### config.mk
export PLATFORM = sky130hd
export DESIGN_NAME = i2c_cmd_slave
export DESIGN_NICKNAME = d
export VERILOG_FILES = /design/src/rtl/i2c_cmd_pkg.sv /design/src/rtl/i2c_line_sync.sv /design/src/rtl/cmd_fifo.sv /design/src/rtl/i2c_slave_ctrl.sv /design/src/rtl/i2c_cmd_slave.sv
export SDC_FILE = /design/constraint.sdc
export NUM_CORES = 1
export LEC_CHECK = 0
export ABC_AREA = 0
export CELL_PAD_IN_SITES_DETAIL_PLACEMENT = 0
export CELL_PAD_IN_SITES_GLOBAL_PLACEMENT = 1
export CORE_MARGIN = 8
export CORE_UTILIZATION = 54
export DETAILED_ROUTE_END_ITERATION = 6
export GPL_ROUTABILITY_DRIVEN = 0
export PLACE_DENSITY_LB_ADDON = 0.15
export REMOVE_ABC_BUFFERS = 1
export SYNTH_ARGS = -nofsm -noshare
export SYNTH_HDL_FRONTEND = slang
export SYNTH_SLANG_ARGS = --single-unit
### constraint.sdc
create_clock -name clk -period 2.9 [get_ports clk]
set_clock_uncertainty 0.05 [all_clocks]
set_input_delay 0.58 -clock clk [delete_from_list [all_inputs] [get_ports clk]]
set_output_delay 0.58 -clock clk [all_outputs]
set_load 0.05 [all_outputs]
### src/rtl/i2c_cmd_pkg.sv
package i2c_cmd_pkg;

  localparam int BYTE_W = 8;
  localparam int STAT_W = 6;

  typedef enum logic [2:0] {
    ST_IDLE,
    ST_ADDR,
    ST_ADDR_ACK,
    ST_WR_BYTE,
    ST_WR_ACK,
    ST_RD_BYTE,
    ST_RD_ACK,
    ST_IGNORE
  } slv_state_e;

endpackage

### src/rtl/i2c_line_sync.sv
module i2c_line_sync #(
  parameter int STAGES = 2
) (
  input  logic clk,
  input  logic rst_n,
  input  logic scl_i,
  input  logic sda_i,
  output logic scl_o,
  output logic sda_o,
  output logic scl_rise_o,
  output logic scl_fall_o,
  output logic start_o,
  output logic stop_o
);

  logic [STAGES-1:0] scl_pipe_q;
  logic [STAGES-1:0] sda_pipe_q;
  logic              scl_prev_q;
  logic              sda_prev_q;

  // Idle bus is high, so all stages reset to 1.
  always_ff @(posedge clk or negedge rst_n) begin
    if (!rst_n) begin
      scl_pipe_q <= '1;
      sda_pipe_q <= '1;
      scl_prev_q <= 1'b1;
      sda_prev_q <= 1'b1;
    end else begin
      scl_pipe_q <= {scl_pipe_q[STAGES-2:0], scl_i};
      sda_pipe_q <= {sda_pipe_q[STAGES-2:0], sda_i};
      scl_prev_q <= scl_pipe_q[STAGES-1];
      sda_prev_q <= sda_pipe_q[STAGES-1];
    end
  end

  assign scl_o      = scl_pipe_q[STAGES-1];
  assign sda_o      = sda_pipe_q[STAGES-1];
  assign scl_rise_o = scl_o & ~scl_prev_q;
  assign scl_fall_o = ~scl_o & scl_prev_q;
  // SDA moving while SCL stays high marks START (falling) or STOP (rising).
  assign start_o    = scl_o & scl_prev_q & sda_prev_q & ~sda_o;
  assign stop_o     = scl_o & scl_prev_q & ~sda_prev_q & sda_o;

endmodule

### src/rtl/cmd_fifo.sv
module cmd_fifo #(
  parameter int DEPTH = 32,
  parameter int WIDTH = 8
) (
  input  logic             clk,
  input  logic             rst_n,
  input  logic             push_i,
  input  logic [WIDTH-1:0] push_data_i,
  input  logic             pop_i,
  output logic             valid_o,
  output logic [WIDTH-1:0] data_o,
  output logic             full_o,
  output logic             ready_o
);

  localparam int AW = (DEPTH > 1) ? $clog2(DEPTH) : 1;
  localparam int CW = $clog2(DEPTH + 1);
  localparam logic [AW-1:0] LAST = AW'(DEPTH - 1);

  logic [WIDTH-1:0] mem_q [DEPTH];
  logic [AW-1:0]    wr_ptr_q, wr_ptr_d;
  logic [AW-1:0]    rd_ptr_q, rd_ptr_d;
  logic [CW-1:0]    count_q, count_d;
  logic             push_en;
  logic             pop_en;

  assign push_en = push_i & (count_q != CW'(DEPTH));
  assign pop_en  = pop_i & (count_q != '0);

  always_comb begin
    wr_ptr_d = wr_ptr_q;
    rd_ptr_d = rd_ptr_q;
    count_d  = count_q;
    if (push_en) wr_ptr_d = (wr_ptr_q == LAST) ? '0 : wr_ptr_q + 1'b1;
    if (pop_en)  rd_ptr_d = (rd_ptr_q == LAST) ? '0 : rd_ptr_q + 1'b1;
    if (push_en && !pop_en)      count_d = count_q + 1'b1;
    else if (pop_en && !push_en) count_d = count_q - 1'b1;
  end

  always_ff @(posedge clk or negedge rst_n) begin
    if (!rst_n) begin
      wr_ptr_q <= '0;
      rd_ptr_q <= '0;
      count_q  <= '0;
    end else begin
      wr_ptr_q <= wr_ptr_d;
      rd_ptr_q <= rd_ptr_d;
      count_q  <= count_d;
    end
  end

  // Storage has no reset; only written entries are ever read.
  always_ff @(posedge clk) begin
    if (push_en) mem_q[wr_ptr_q] <= push_data_i;
  end

  assign valid_o = (count_q != '0);
  assign data_o  = mem_q[rd_ptr_q];
  assign full_o  = (count_q == CW'(DEPTH));
  assign ready_o = (CW'(DEPTH) - count_q) >= CW'(2);

  // The controller must never offer a byte into a full buffer.
  assert_no_overflow_R4: assert property (@(posedge clk) disable iff (!rst_n)
    push_i |-> (count_q < CW'(DEPTH)));

  // Popping an empty buffer leaves it empty.
  assert_empty_pop_R3: assert property (@(posedge clk) disable iff (!rst_n)
    (pop_i && !push_i && count_q == '0) |=> (count_q == '0));

  // A lone push grows the occupancy by exactly one.
  assert_push_grows_R2: assert property (@(posedge clk) disable iff (!rst_n)
    (push_i && !pop_i && count_q < CW'(DEPTH)) |=> (count_q == $past(count_q) + 1'b1));

endmodule

### src/rtl/i2c_slave_ctrl.sv
module i2c_slave_ctrl
  import i2c_cmd_pkg::*;
#(
  parameter logic [6:0] SLAVE_ADDR = 7'h2A
) (
  input  logic              clk,
  input  logic              rst_n,
  input  logic              scl_lvl_i,
  input  logic              sda_lvl_i,
  input  logic              scl_rise_i,
  input  logic              scl_fall_i,
  input  logic              start_i,
  input  logic              stop_i,
  input  logic              fifo_full_i,
  input  logic              fifo_ready_i,
  input  logic [STAT_W-1:0] stat_i,
  output logic              push_o,
  output logic [BYTE_W-1:0] push_data_o,
  output logic              sda_oe_o
);

  slv_state_e        state_q, state_d;
  logic [3:0]        cnt_q, cnt_d;
  logic [BYTE_W-1:0] rx_q, rx_d;
  logic [BYTE_W-1:0] tx_q, tx_d;
  logic              rw_q, rw_d;
  logic              ack_q, ack_d;
  logic              mack_q, mack_d;
  logic              ovf_q, ovf_d;
  logic [BYTE_W-1:0] status_byte;
  logic              byte_done;

  assign status_byte = {fifo_ready_i, ovf_q, stat_i};
  assign byte_done   = scl_fall_i & (cnt_q == 4'd8);

  always_comb begin
    state_d = state_q;
    cnt_d   = cnt_q;
    rx_d    = rx_q;
    tx_d    = tx_q;
    rw_d    = rw_q;
    ack_d   = ack_q;
    mack_d  = mack_q;
    ovf_d   = ovf_q;
    push_o  = 1'b0;
    if (start_i) begin
      state_d = ST_ADDR;
      cnt_d   = '0;
    end else if (stop_i) begin
      state_d = ST_IDLE;
      ovf_d   = 1'b0;
    end else begin
      unique case (state_q)
        ST_ADDR: begin
          if (scl_rise_i) begin
            rx_d  = {rx_q[BYTE_W-2:0], sda_lvl_i};
            cnt_d = cnt_q + 1'b1;
          end else if (byte_done) begin
            rw_d    = rx_q[0];
            state_d = (rx_q[7:1] == SLAVE_ADDR) ? ST_ADDR_ACK : ST_IGNORE;
          end
        end
        ST_ADDR_ACK: begin
          if (scl_fall_i) begin
            cnt_d = '0;
            if (rw_q) begin
              state_d = ST_RD_BYTE;
              tx_d    = status_byte;
            end else begin
              state_d = ST_WR_BYTE;
            end
          end
        end
        ST_WR_BYTE: begin
          if (scl_rise_i) begin
            rx_d  = {rx_q[BYTE_W-2:0], sda_lvl_i};
            cnt_d = cnt_q + 1'b1;
          end else if (byte_done) begin
            state_d = ST_WR_ACK;
            ack_d   = ~fifo_full_i;
            push_o  = ~fifo_full_i;
            if (fifo_full_i) ovf_d = 1'b1;
          end
        end
        ST_WR_ACK: begin
          if (scl_fall_i) begin
            state_d = ST_WR_BYTE;
            cnt_d   = '0;
          end
        end
        ST_RD_BYTE: begin
          if (scl_fall_i) begin
            tx_d  = {tx_q[BYTE_W-2:0], 1'b1};
            cnt_d = cnt_q + 1'b1;
            if (cnt_q == 4'd7) state_d = ST_RD_ACK;
          end
        end
        ST_RD_ACK: begin
          if (scl_rise_i) begin
            mack_d = ~sda_lvl_i;
          end else if (scl_fall_i) begin
            if (mack_q) begin
              state_d = ST_RD_BYTE;
              tx_d    = status_byte;
              cnt_d   = '0;
            end else begin
              state_d = ST_IGNORE;
            end
          end
        end
        default: ;
      endcase
    end
  end

  always_ff @(posedge clk or negedge rst_n) begin
    if (!rst_n) begin
      state_q <= ST_IDLE;
      cnt_q   <= '0;
      rx_q    <= '0;
      tx_q    <= '1;
      rw_q    <= 1'b0;
      ack_q   <= 1'b0;
      mack_q  <= 1'b0;
      ovf_q   <= 1'b0;
    end else begin
      state_q <= state_d;
      cnt_q   <= cnt_d;
      rx_q    <= rx_d;
      tx_q    <= tx_d;
      rw_q    <= rw_d;
      ack_q   <= ack_d;
      mack_q  <= mack_d;
      ovf_q   <= ovf_d;
    end
  end

  assign push_data_o = rx_q;

  always_comb begin
    unique case (state_q)
      ST_ADDR_ACK: sda_oe_o = 1'b1;
      ST_WR_ACK:   sda_oe_o = ack_q;
      ST_RD_BYTE:  sda_oe_o = ~tx_q[BYTE_W-1];
      default:     sda_oe_o = 1'b0;
    endcase
  end

  // SDA output moves only while SCL is low, unless a START/STOP just occurred.
  assert_sda_moves_low_R5: assert property (@(posedge clk) disable iff (!rst_n)
    !$stable(sda_oe_o) |-> (!scl_lvl_i || $past(start_i) || $past(stop_i)));

  // A foreign address leads to the ignore state.
  assert_foreign_addr_R1: assert property (@(posedge clk) disable iff (!rst_n)
    (state_q == ST_ADDR && byte_done && !start_i && !stop_i && rx_q[7:1] != SLAVE_ADDR)
      |=> (state_q == ST_IGNORE && !sda_oe_o));

  // STOP returns to idle with SDA released and the overflow flag cleared.
  assert_stop_clears_R8: assert property (@(posedge clk) disable iff (!rst_n)
    (stop_i && !start_i) |=> (state_q == ST_IDLE && !ovf_q && !sda_oe_o));

  // A refused byte always raises the overflow flag.
  assert_refuse_flags_R4: assert property (@(posedge clk) disable iff (!rst_n)
    (state_q == ST_WR_BYTE && byte_done && fifo_full_i && !start_i && !stop_i)
      |=> (ovf_q && !sda_oe_o));

endmodule

### src/rtl/i2c_cmd_slave.sv
module i2c_cmd_slave
  import i2c_cmd_pkg::*;
#(
  parameter int         DEPTH       = 32,
  parameter int         SYNC_STAGES = 2,
  parameter logic [6:0] SLAVE_ADDR  = 7'h2A
) (
  input  logic              clk,
  input  logic              rst_n,
  input  logic              scl_i,
  input  logic              sda_i,
  output logic              sda_oe_o,
  input  logic              pop_i,
  output logic              cmd_valid_o,
  output logic [BYTE_W-1:0] cmd_data_o,
  input  logic [STAT_W-1:0] stat_i
);

  logic rst_meta_q, rst_sync_q;

  // Asynchronous assertion, synchronous release.
  always_ff @(posedge clk or negedge rst_n) begin
    if (!rst_n) begin
      rst_meta_q <= 1'b0;
      rst_sync_q <= 1'b0;
    end else begin
      rst_meta_q <= 1'b1;
      rst_sync_q <= rst_meta_q;
    end
  end

  logic scl_lvl, sda_lvl, scl_rise, scl_fall, bus_start, bus_stop;
  logic push, fifo_full, fifo_ready;
  logic [BYTE_W-1:0] push_data;

  i2c_line_sync #(.STAGES(SYNC_STAGES)) u_sync (
    .clk        (clk),
    .rst_n      (rst_sync_q),
    .scl_i      (scl_i),
    .sda_i      (sda_i),
    .scl_o      (scl_lvl),
    .sda_o      (sda_lvl),
    .scl_rise_o (scl_rise),
    .scl_fall_o (scl_fall),
    .start_o    (bus_start),
    .stop_o     (bus_stop)
  );

  i2c_slave_ctrl #(.SLAVE_ADDR(SLAVE_ADDR)) u_ctrl (
    .clk          (clk),
    .rst_n        (rst_sync_q),
    .scl_lvl_i    (scl_lvl),
    .sda_lvl_i    (sda_lvl),
    .scl_rise_i   (scl_rise),
    .scl_fall_i   (scl_fall),
    .start_i      (bus_start),
    .stop_i       (bus_stop),
    .fifo_full_i  (fifo_full),
    .fifo_ready_i (fifo_ready),
    .stat_i       (stat_i),
    .push_o       (push),
    .push_data_o  (push_data),
    .sda_oe_o     (sda_oe_o)
  );

  cmd_fifo #(.DEPTH(DEPTH), .WIDTH(BYTE_W)) u_fifo (
    .clk         (clk),
    .rst_n       (rst_sync_q),
    .push_i      (push),
    .push_data_i (push_data),
    .pop_i       (pop_i),
    .valid_o     (cmd_valid_o),
    .data_o      (cmd_data_o),
    .full_o      (fifo_full),
    .ready_o     (fifo_ready)
  );

endmodule

* Word level (Yosys, flattened, before mapping)
Memory sizes are Yosys's and may differ from the RTL's.
Cells that the tools add are included.
** Storage, ports and cells
- Bits in registers :: 51
- RAM bits :: 256
- Bits of input ports :: 11
- Output and inout port bits :: 10
- Logic and storage cells :: 152
- Memories kept :: 1
** Operators by class
- $add $sub $neg :: 6
- Magnitude comparators :: 1
- Equality and inequality tests :: 37
- Mux-type cells :: 49
- Bitwise operators :: 19
- Reduce and logical (&&, ||, !) cells :: 22
** Memory list
- u_fifo.mem_q :: words 32, bits a word 8, rd ports 1, clocked after memory_dff 0, wr ports 1, RTL line cmd_fifo.sv:20 : logic [WIDTH-1:0] mem_q [DEPTH];
** Operator list (count)
- $mux W8 :: 6
- $mux W3 :: 14
- $mux W4 :: 8
- $ne A4 B3 Y1 const B :: 7
- $pmux W8 S3 :: 1
- $pmux W3 S6 :: 1
- $pmux W4 S4 :: 1
- $reduce_and A5 Y1 :: 3
- $mux W1 :: 12
- $mux W6 :: 2
- $ne A2 B1 Y1 const B :: 6
- $ne A4 B4 Y1 const B :: 3
- $reduce_and A11 Y1 :: 1
- $add A5 B1 Y5 const B :: 2
- $and A1 B1 Y1 :: 10
- $eq A5 B5 Y1 const B :: 2
- $mux W5 :: 2
- $eq A3 B3 Y1 const B :: 3
- $ne A3 B2 Y1 const B :: 3
- $not A1 Y1 :: 9
- $reduce_and A9 Y1 :: 1
- $reduce_and A4 Y1 :: 2
- $reduce_and A8 Y1 :: 1
- $reduce_bool A2 Y1 :: 4
- 24 further kinds :: 30

* Depth between registers and ports, before layout
Gate-level depths: netlist of run 1.
- Word-level depth :: 13
- Depth in mapped cells :: 14
- Depth with buffers taken out :: 12

* Modules after synthesis
From an unflattened synthesis of run 1, not the netlist that was laid out.
** Second synthesis, totals
- Cells, all modules :: 750
- Area, all modules :: 12824.8 um^2
** By module, submodules not included
- cmd_fifo :: instances 1, cells an instance 590, area each 11081.9 um^2, seq. area each 8087.8 um^2
- i2c_slave_ctrl :: instances 1, cells an instance 147, area each 1498.9 um^2, seq. area each 685.7 um^2
- i2c_line_sync :: instances 1, cells an instance 10, area each 190.2 um^2, seq. area each 157.7 um^2
- i2c_cmd_slave :: instances 1, cells an instance 3, area each 53.8 um^2, seq. area each 50.0 um^2

* Worst setup path before layout of run 1
Ideal clock, no wire load.
- Path type :: register to register
- Start point :: register u_fifo.count_q[0]
- End point :: register u_fifo.count_q[5]
- Setup time :: 0.080 ns
- Arrival :: 3.326 ns
- Required time :: 2.770 ns
- Path slack :: -0.556 ns
- Stages on the path, launching flop included :: 13
- Buffers on the path :: 0
- Period minus slack after synthesis :: 3.456 ns
- Path through :: dfrtp_1 inv_1 ha_1 or3b_4 or3_1 nand2_1 ha_1 inv_1 ha_1 o21ai_0 o21a_1 nor4_1 xnor2_1
** Between the ends
- Elaborated cells on any way between the ends :: 20
- Those cells by class :: 2 x add/sub; 2 x eq/ne; 7 x mux; 3 x bitwise; 6 x reduce/logical
** RTL lines
- from (decl) :: RTL line cmd_fifo.sv:23 : logic [CW-1:0] count_q, count_d;
- from (signal assigned) :: RTL line cmd_fifo.sv:48 : count_q <= count_d;
- $reduce_bool A6 Y1 *
- via cmd_valid_o :: RTL line i2c_cmd_slave.sv:14 : output logic cmd_valid_o,
- $and A1 B1 Y1 * :: RTL line cmd_fifo.sv:28 : assign pop_en = pop_i & (count_q != '0);
- $logic_not A1 Y1 :: RTL line cmd_fifo.sv:36 : if (push_en && !pop_en) count_d = count_q + 1'b1;
- $logic_and A1 B1 Y1 :: RTL line cmd_fifo.sv:36
- $mux W6 / $reduce_bool A2 Y1 (equally long branches)
The timed path passes the listed nets; every way through them passes the cells marked *. The select of a mux whose other input is x is not followed.
A chain may end at the register's enable or synchronous reset.

* Worst setup path in the final report of run 1
- Start point :: register u_fifo.rd_ptr_q[1]
- End point :: output cmd_data_o[4]
** Between the ends
- Cells in the longest elaborated chain, start to end :: 1
** Ends and longest elaborated chain
- from (decl) :: RTL line cmd_fifo.sv:22 : logic [AW-1:0] rd_ptr_q, rd_ptr_d;
- from (signal assigned) :: RTL line cmd_fifo.sv:47 : rd_ptr_q <= rd_ptr_d;
- $mem_v2 Z32 W8
- to (decl) :: RTL line i2c_cmd_slave.sv:15 : output logic [BYTE_W-1:0] cmd_data_o,
Every way passes these cells.

==> impl_metrics.toml, run 1 <==
[status]
outcome = "complete, but fails checks"
failed_checks = "negative setup slack"

[sta]
max_freq_mhz = 318
postLayoutSetupSlackWorst_ns = -0.241
timing.max_slew.rel_slack_pct = 48.7
grt_setup_unrepaired = "true"
timing.final.crit_period_ns = 3.14
timing.setup.tns_ns = -1.81
finalSetupViolCount = 8
final_min_period_over_clock_period_pct = 108
worst_pin_slew_ns = 0.769
final_max_slew_viol_count = 0
hold_fails_final_rpt = 0

[worst_hold_path]
min-delay-path-class = "in2async"

[cells_and_area]
layout.cells.most_common_list = "sky130_fd_sc_hd__edfxtp_1 (256), sky130_fd_sc_hd__buf_4 (96), sky130_fd_sc_hd__mux2i_1 (49)"
count_of_nets_after_finishing = 940
antenna_cells_inserted = 0
final_cell_area_um2 = 16200
layout.cells.most_common = "sky130_fd_sc_hd__edfxtp_1"
layout.cells.non_filler = 1256
layout.core_utilization_pct = 69.3
area.growth.synth_to_final_pct = 26.8
layout-drive-gt1-share_pct = 37.4

[routing]
route.detailed.wl_per_inst_um = 23.1
met2RoutedLength_mm = 14.7
via_per_inst = 5.91
met1_length_mm = 12.2
vias = 7418
drtAntennaViolNets = 0
first_iter_violations = 633
route.final.wire_length_mm = 29.0
highest_layer = "met4"
drt-pass1-iter-count = 5
route.met3.wl_mm = 1.47
drt_drc_violations_left = 0

[placed_design]
place_inst = 1188
hpwl_mm = 17.4
detailed_place.area_um2 = 14100
placement.io_buffers = 20
dp_slack_ns = -0.302

[floorplan]
std_cell_core_area_um2 = 23300
boundaryPins = 21
die_x_um = 170
die_area_um2 = 28800
floorplan.initialDensity_pct = 54.6
dieHeight_um = 170
core.rowCount = 56

[logic_synthesis]
post_synth_num_cell_types = 60
postSynth.asyncResetShare_pct = 16.6
synth.avg_cell_area_um2 = 16.3
synth_flop_cell = "sky130_fd_sc_hd__edfxtp_1"
synthesis.instances = 782
ys_seq_area_share_pct = 70.5
yosys_warnings = 0
synth_seq_cells = 307
edff_count_synth = 256
post_synth_instance_area_um2 = 12700

[power_and_ir_drop]
worst_ir_drop_vdd_v = 0.000532
total_power_density_per_cell_area_nw_per_um2 = 1020
leakagePower_nw = 5.78

[worst_setup_path]
crit_path_start_kind = "flip-flop"
critical_path_peak_fanout = 12
critical-path-top-delay-family = "compound AO/OA/AOI/OAI gates"
required_ns = 2.27
endpoint_class_of_the_critical_path = "output port"
path_buf_inv = 2
first_element_of_the_critical_path = "u_fifo.rd_ptr_q[1]$_DFFE_PN0P_"
critical_path.slowest_cell = "sky130_fd_sc_hd__dfrtp_4"
ff_to_ff_start = "u_fifo.count_q[0]$_DFFE_PN0P_"
critPathArrivalTime_ns = 2.51
timing.setup.critical_path_class = "reg2out"
cp_cell_sequence = "buf_4 -> nor2b_1 -> a211oi_4 -> a2111oi_4 -> a31oi_4 -> nand3_2 -> buf_12"
max_stage_delay_on_crit_path_ns = 0.52

[global_routing]
global_route_wire_length_before_repair_mm = 43.5
grt_antenna_before_repair = 0
first_global_vias = 7550
globalRouteTotalUtil_pct = 19.8
maximum_number_of_pins_on_one_net_before_global_route_repair = 36
grt_remaining_overflow = 0

[clocking]
max-clock-path-buffers = 3
htree_num_levels = 1
clk_latency_ns = 0.55
cts_sinks = 307
cts-root-buf = "sky130_fd_sc_hd__clkbuf_16"
tritoncts = "built"
tritoncts.num_buffers = 31
clk_transition_reported_paths_ns = 0.06

[run]
max-cap-violations = 0
## report_power, final
group | leakage [nW] | switching, mW | internal (mW)
Clock | 0.536 | 1.67 | 2.56
Sequential | 2.99 | 0.233 | 5.46
Combinational | 2.25 | 3.62 | 2.97
Total | 5.78 | 5.52 | 11.0
## state kept, by name, summed over array words and instances (netlist names), 2 cells and up
| register | count |
|---|---|
| u_fifo.mem_q | 256 |
| u_sync.scl_pipe_q | 2 |
| u_fifo.count_q | 6 |
| u_fifo.wr_ptr_q | 5 |
| u_ctrl.state_q | 3 |
| u_ctrl.tx_q | 8 |
| u_ctrl.push_data_o | 8 |
| u_sync.sda_pipe_q | 2 |
| u_fifo.rd_ptr_q | 5 |
| u_ctrl.cnt_q | 4 |
## final cells by class
| class | count | area [um^2] |
|---|---|---|
| clock buffer | 33 | 803 |
| inverter | 18 | 70.1 |
| tap | 319 | 399 |
| clock inverter | 25 | 312 |
| multi-input combinational | 418 | 4220 |
| fill | 1479 | 7170 |
| timing repair buffer | 136 | 1370 |
| sequential | 307 | 8990 |
## Yosys cell counts, drive strengths merged, types with 6 or more instances
cell type | n | share of area (%)
a2111oi | 8 | 0.55
a211oi | 18 | 1.1
a21oi | 12 | 0.47
a221oi | 9 | 0.62
a22o | 8 | 0.55
a22oi | 17 | 1.0
a31oi | 12 | 0.59
and3 | 7 | 0.34
buf | 28 | 1.2
clkbuf | 11 | 0.32
dfrtp | 37 | 7.3
dfstp | 14 | 2.9
edfxtp | 256 | 60
ha | 16 | 1.6
inv | 18 | 0.53
mux2 | 14 | 1.2
mux2i | 57 | 4.5
mux4 | 32 | 5.7
nand2 | 30 | 0.90
nand2b | 8 | 0.39
nand3 | 16 | 0.67
nor2 | 38 | 1.1
nor2b | 22 | 1.1
nor3 | 17 | 0.67
nor4 | 6 | 0.29
o21ai | 21 | 0.82
## final timing paths
check | end | slack (ns) | cells past startpoint
hold reg to reg | u_ctrl.push_data_o[4]$_DFFE_PN0P_ | 0.29 | 0
hold / removal | rst_meta_q$_DFF_PN0_ | 0.14 | 1
setup reg to reg | u_fifo.count_q[5]$_DFFE_PN0P_ | 0.01 | 13
max in group asynchronous | u_ctrl.tx_q[0]$_DFFE_PN1P_ | 1.71 | 1
min in group clk | rst_sync_q$_DFF_PN0_ | 0.30 | 0
setup / recovery | cmd_data_o[4] | -0.24 | 7
## cell families after synthesis
logic type	share of synthesized area, %
xor gates and xnor gates	0.481
DFF	70.5
muxes	11.4
adders and majority gates	1.73
buffers and inverters	2.06
and+or+nand+nor	7.00
other	0.0294
AOI/OAI and AO/OA	6.87
## what timing repair did
item,CTS,global route
setup endpoints to repair,11,23
buffers inserted,5,8
hold buffers,0,0
gates cloned,2,5
pin swaps,32,46
resized for setup,106,46
## layer usage
layer | vias up | track usage, %
met2 | 229 | 33.6
met3 | 43 | 2.35
met1 | 3789 | 26.6
met5 | - | 0
li1 | 3357 | -
met4 | 0 | 5.43
## per-stage QoR
| step | total power, mW | hold WS, ns |
|---|---|---|
| final | 16.5 | 0.141 |
| after global routing | 17.1 | 0.140 |
| after CTS | 16.0 | 0.121 |
| after detailed placement | 11.0 | 0.286 |
| after global placement | 10.9 | 0.289 |
| after floorplan | 8.72 | 0.234 |
Note: power is estimated with default switching activity, not from simulation.
==> run 2: changes to the inputs <==
==> constraint.sdc (replaced) <==
create_clock -name clk -period 2.94 [get_ports clk]
set_clock_uncertainty 0.05 [all_clocks]
set_input_delay 0.588 -clock clk [delete_from_list [all_inputs] [get_ports clk]]
set_output_delay 0.588 -clock clk [all_outputs]
set_load 0.05 [all_outputs]
==> run 2 against run 1 <==
The run still ends with negative setup slack left. Non-clock buffer count shrank 22. Total power down 7.5%. Hold slack better by 0.013 ns. Clock power is 9.0% lower. Register-to-register slack about the same. Combinational power decreased by 12%. First-iteration DRC count fell by 14%. Sequential share of layout area rose by 1.9 points. Worst setup slack improved by 0.0058 ns. Final area fell by 3.3%.
==> impl_metrics.toml, run 2 (synthesized netlist as in run 1, its figures left out) <==
[worst_setup_path]
crit_path_start_kind = "flip-flop"
max_stage_delay_on_crit_path_ns = 0.54
cp_cell_sequence = "buf_12 -> mux2i_1 -> a22o_4 -> a2111oi_4 -> buf_4 -> a31oi_4 -> nand3_2 -> buf_12"
r2r_cells = 12
crit_path_frequent_cell = "sky130_fd_sc_hd__buf_12"
critPathArrivalTime_ns = 2.54
critical_path.slowest_cell = "sky130_fd_sc_hd__dfrtp_4"
endpoint_class_of_the_critical_path = "output port"
ff_to_ff_start = "u_fifo.count_q[1]$_DFFE_PN0P_"
reg2reg_slack_ns = 0.02
required_ns = 2.30
timing.rr.end = "u_fifo.count_q[5]$_DFFE_PN0P_"
critical_path_peak_fanout = 13
timing.setup.critical_path_class = "reg2out"

[cells_and_area]
layout.cells.most_common_list = "sky130_fd_sc_hd__edfxtp_1 (256), sky130_fd_sc_hd__buf_4 (82), sky130_fd_sc_hd__mux2i_1 (55)"
count_of_nets_after_finishing = 918
layout.cells.most_common = "sky130_fd_sc_hd__edfxtp_1"
regMostFlops = "u_fifo.mem_q"
flip_flop_count_of_the_largest_register_after_layout = 256
layout-drive-gt1-share_pct = 32.1
antenna_cells_inserted = 0
area.growth.synth_to_final_pct = 22.6
num-fill-cells = 1544
layout.core_utilization_pct = 67.0

[routing]
drt-pass1-iter-count = 7
vias = 7188
route.final.wire_length_mm = 27.9
drt_drc_violations_left = 0
first_iter_violations = 545
drtAntennaViolNets = 0
via_per_inst = 5.83
route.detailed.wl_per_inst_um = 22.6

[sta]
timing.final.crit_period_ns = 3.17
worst_pin_slew_ns = 0.924
timing.setup.tns_ns = -1.63
finalSetupViolCount = 8
postLayoutSetupSlackWorst_ns = -0.235
max_freq_mhz = 315
timing.max_slew.rel_slack_pct = 38.2
grt_setup_unrepaired = "true"
final_max_slew_viol_count = 0
hold_fails_final_rpt = 0
final_min_period_over_clock_period_pct = 108
hold-worst-slack_ns = 0.154

[power_and_ir_drop]
worst_ir_drop_vdd_v = 0.000640
leakagePower_nw = 5.60
total_power_density_per_cell_area_nw_per_um2 = 978

[floorplan]
die_area_um2 = 28800
std_cell_core_area_um2 = 23300
die_x_um = 170
boundaryPins = 21
core.rowCount = 56
floorplan.initialDensity_pct = 54.6
dieHeight_um = 170

[clocking]
htree_num_levels = 1
cts-root-buf = "sky130_fd_sc_hd__clkbuf_16"
max-clock-path-buffers = 3
tritoncts.num_buffers = 31
tritoncts = "built"
clk_latency_ns = 0.55
cts_sinks = 307
clk_transition_reported_paths_ns = 0.06
cts_hold_buffers = 0

[global_routing]
global_route_wire_length_before_repair_mm = 43.0
grt_remaining_overflow = 0
grt_antenna_before_repair = 0
maximum_number_of_pins_on_one_net_before_global_route_repair = 36
first_global_vias = 7613
globalRouteTotalUtil_pct = 19.3

[worst_hold_path]
min-delay-path-class = "in2async"

[status]
outcome = "complete, but fails checks"
failed_checks = "negative setup slack"

[placed_design]
hpwl_mm = 17.3
placement.io_buffers = 20

[run]
max-cap-violations = 0
run 2: worst max-delay path by stage:
| stage | startpoint | to | depth (start not counted) |
|---|---|---|---|
| 3_3_place_gp | u_fifo.count_q[0]$_DFFE_PN0P_ | u_fifo.count_q[5]$_DFFE_PN0P_ | 12 |
| 4_1_cts | u_fifo.rd_ptr_q[1]$_DFFE_PN0P_ | cmd_data_o[7] | 7 |
| 3_5_place_dp | u_fifo.count_q[0]$_DFFE_PN0P_ | u_fifo.count_q[5]$_DFFE_PN0P_ | 12 |
| 2_1_floorplan | u_fifo.rd_ptr_q[1]$_DFFE_PN0P_ | cmd_data_o[0] | 5 |
| 6_report | u_fifo.rd_ptr_q[1]$_DFFE_PN0P_ | cmd_data_o[2] | 8 |
| 5_1_grt | u_fifo.rd_ptr_q[1]$_DFFE_PN0P_ | cmd_data_o[2] | 8 |
run 2: area by class of cell:
type | instances | area [um^2] | share of cell area [%]
clock inverter | 12 | 87.6 | 0.560
multi-input combinational | 418 | 4020 | 25.7
sequential | 307 | 8990 | 57.5
clock buffer | 45 | 932 | 5.96
timing repair buffer | 114 | 1130 | 7.25
tap | 319 | 399 | 2.55
inverter | 18 | 72.6 | 0.464
run 2: critical path: cells and delay by family (launching register included):
kind	cells	cell delay, ns
AO/OA/AOI/OAI	3	0.66
buffers and inverters	3	0.50
flip-flops	1	0.54
multiplexers	1	0.13
AND/OR/NAND/NOR	1	0.15
run 2: power by group:
group          internal, mW  total (mW)  switching, mW
clock network          2.28        3.85           1.58
logic                  2.54        5.79           3.25
registers              5.38        5.64          0.254
run 2: what timing repair did:
action / 4_1_cts / 5_1_grt
endpoints found under the setup margin: 12 / 11
gates resized for setup: 73 / 31
cloned: 0 / 3
pin swaps: 24 / 17
setup buffers: 6 / 2
hold endpoints to repair: 0 / 0
run 2: per-stage QoR:
step	power, mW	instances	setup WS [ns]	cell area [um^2]
3_5_place_dp	10.6	1166	-0.245	13900
3_3_place_gp	10.5	1166	-0.117	13900
2_1_floorplan	8.60	743	-1.92	12600
5_1_grt	15.9	1233	-0.307	15600
6_report	15.3	1233	-0.235	15600
4_1_cts	15.0	1229	-0.237	15400
run 2: metal layers:
metal / up-vias / track usage [%] / share of wire (%)
li1: 3300 / - / -
met4: 0 / 5.89 / 2.5
met3: 47 / 2.47 / 4.5
met5: - / 0 / 0
met1: 3650 / 24.9 / 41
met2: 191 / 33.7 / 52
==> run 3: changes to the inputs <==
--- a/config.mk
+++ b/config.mk
@@ -10,6 +10,7 @@
 export CELL_PAD_IN_SITES_GLOBAL_PLACEMENT = 1
 export CORE_MARGIN = 8
 export CORE_UTILIZATION = 54
+export CTS_CLUSTER_DIAMETER = 200
 export DETAILED_ROUTE_END_ITERATION = 6
 export GPL_ROUTABILITY_DRIVEN = 0
 export PLACE_DENSITY_LB_ADDON = 0.15
@@ -17,3 +18,4 @@
 export SYNTH_ARGS = -nofsm -noshare
 export SYNTH_HDL_FRONTEND = slang
 export SYNTH_SLANG_ARGS = --single-unit
+export TNS_END_PERCENT = 50
==> run 3 against run 2 <==
The run still ends with negative setup slack left. Via count is essentially flat. First-iteration DRC count grew 1.5%. Die area is the same. Clock power is essentially flat. Critical path depth is the same. Sequential power is essentially flat. Non-clock buffer count shrank 3. Final cell count shrank 0.24%. Fmax shrank 0.39%. Sequential share of layout area grew 0.34 points. Hold slack lost 0.0037 ns. Critical path type unchanged.
==> impl_metrics.toml, run 3 (synthesized netlist as in run 1, its figures left out) <==
[floorplan]
dieHeight_um = 170
die_area_um2 = 28800
core.rowCount = 56
floorplan.initialDensity_pct = 54.6
std_cell_core_area_um2 = 23300
die_x_um = 170
boundaryPins = 21

[worst_hold_path]
min-delay-path-class = "in2async"

[clocking]
tritoncts.num_buffers = 31
max-clock-path-buffers = 3
cts_sinks = 307
htree_num_levels = 1
clk_transition_reported_paths_ns = 0.06
cts-root-buf = "sky130_fd_sc_hd__clkbuf_16"
tritoncts = "built"
clk_latency_ns = 0.55

[power_and_ir_drop]
worst_ir_drop_vdd_v = 0.000640
total_power_density_per_cell_area_nw_per_um2 = 977
leakagePower_nw = 5.58

[routing]
via_per_inst = 5.85
route.final.wire_length_mm = 27.7
drt_drc_violations_left = 0
drt-pass1-iter-count = 5
route.detailed.wl_per_inst_um = 22.5
drtAntennaViolNets = 0
vias = 7195
first_iter_violations = 553

[worst_setup_path]
critPathArrivalTime_ns = 2.55
timing.setup.critical_path_class = "reg2out"
path_buf_inv = 3
required_ns = 2.30
critical_path_peak_fanout = 13
reg2reg_slack_ns = -0.15
max_stage_delay_on_crit_path_ns = 0.54
endpoint_class_of_the_critical_path = "output port"
ff_to_ff_start = "u_fifo.count_q[0]$_DFFE_PN0P_"
crit_path_frequent_cell = "sky130_fd_sc_hd__buf_12"
critical-path-top-delay-family = "compound AO/OA/AOI/OAI gates"
timing.rr.end = "u_fifo.count_q[5]$_DFFE_PN0P_"
cp_cell_sequence = "buf_12 -> mux2i_1 -> a22o_4 -> a2111oi_4 -> buf_4 -> a31oi_4 -> nand3_2 -> buf_12"
critical_path.slowest_cell = "sky130_fd_sc_hd__dfrtp_4"
crit_path_start_kind = "flip-flop"
r2r_cells = 12

[cells_and_area]
layout.cells.most_common_list = "sky130_fd_sc_hd__edfxtp_1 (256), sky130_fd_sc_hd__buf_4 (80), sky130_fd_sc_hd__mux2i_1 (55)"
num-fill-cells = 1558
final_cell_area_um2 = 15500
layout.cells.most_common = "sky130_fd_sc_hd__edfxtp_1"
layout-drive-gt1-share_pct = 31.3
flip_flop_count_of_the_largest_register_after_layout = 256
antenna_cells_inserted = 0
regMostFlops = "u_fifo.mem_q"
count_of_nets_after_finishing = 915
area.growth.synth_to_final_pct = 21.9

[placed_design]
detailed_place.area_um2 = 13900
placement.io_buffers = 20
dp_slack_ns = -0.245
hpwl_mm = 17.3

[sta]
timing.final.crit_period_ns = 3.19
postLayoutSetupSlackWorst_ns = -0.247
max_freq_mhz = 314
timing.max_slew.rel_slack_pct = 39.2
grt_setup_unrepaired = "true"
final_max_slew_viol_count = 0
hold_fails_final_rpt = 0
final_min_period_over_clock_period_pct = 108
worst_pin_slew_ns = 0.908
finalSetupViolCount = 10

[status]
failed_checks = "negative setup slack"
outcome = "complete, but fails checks"

[global_routing]
globalRouteTotalUtil_pct = 19.2
maximum_number_of_pins_on_one_net_before_global_route_repair = 36
global_route_wire_length_before_repair_mm = 42.8
grt_antenna_before_repair = 0
first_global_vias = 7614
grt_remaining_overflow = 0

[run]
max-cap-violations = 0
[run 3: repair_timing]
action	in CTS	in global routing
hold buffers	0	0
endpoints found under the setup margin	12	13
endpoints found under the hold margin	0	0
resized for setup	62	29
buffers inserted	5	0
pin swaps	21	11
cloned	0	3
[run 3: area by class of cell]
type	count	area (um^2)	area share, %
sequential	307	8990	57.8
multi-input combinational	418	3960	25.5
tap	319	399	2.57
clock inverter	12	87.6	0.564
timing repair buffer	111	1110	7.13
inverter	18	67.6	0.435
clock buffer	45	932	6.00
[run 3: worst register-to-register path, delay by kind of cell (launching register included)]
family                   cells  cell delay [ns]
XOR/XNOR                     1             0.13
flip-flops                   1             0.38
AO/OA/AOI/OAI                1             0.40
adder cells (fa/ha/maj)      3             0.63
buffers and inverters        3             0.35
AND/OR/NAND/NOR              4             1.04
[run 3: where the power goes]
| part | internal [mW] | switching, mW | leakage [nW] |
|---|---|---|---|
| Combinational | 2.47 | 3.22 | 2.09 |
| Clock | 2.28 | 1.57 | 0.505 |
| Sequential | 5.38 | 0.248 | 2.99 |
[run 3: stage by stage]
step                util (%)  instances  total power, mW  TNS, ns  hold slack, ns
floorplan                  -        743             8.60   -22.50           0.242
global placement        59.7       1166             10.5   -0.236           0.179
detailed placement      59.7       1166             10.6   -0.516           0.189
CTS                     65.6       1228             15.0    -1.92           0.133
global route            66.6       1230             15.8    -2.75           0.140
finish                  66.6       1230             15.2    -1.80           0.150
[run 3: how the worst max path moves through the flow]
| stage | from | endpoint | slack, ns | depth (start not counted) |
|---|---|---|---|---|
| finish | u_fifo.rd_ptr_q[1]$_DFFE_PN0P_ | cmd_data_o[2] | -0.25 | 8 |
| global route | u_fifo.rd_ptr_q[1]$_DFFE_PN0P_ | cmd_data_o[7] | -0.31 | 7 |
| CTS | u_fifo.rd_ptr_q[1]$_DFFE_PN0P_ | cmd_data_o[7] | -0.24 | 7 |
| detailed placement | u_fifo.count_q[0]$_DFFE_PN0P_ | u_fifo.count_q[5]$_DFFE_PN0P_ | -0.24 | 12 |
| global placement | u_fifo.count_q[0]$_DFFE_PN0P_ | u_fifo.count_q[5]$_DFFE_PN0P_ | -0.12 | 12 |
| floorplan | u_fifo.rd_ptr_q[1]$_DFFE_PN0P_ | cmd_data_o[0] | -1.92 | 5 |
[run 3: layer usage]
layer,track usage [%],part of all wire (%)
met5,0,0
met1,24.7,42
met4,5.89,2.7
met3,2.47,4.6
met2,33.7,51
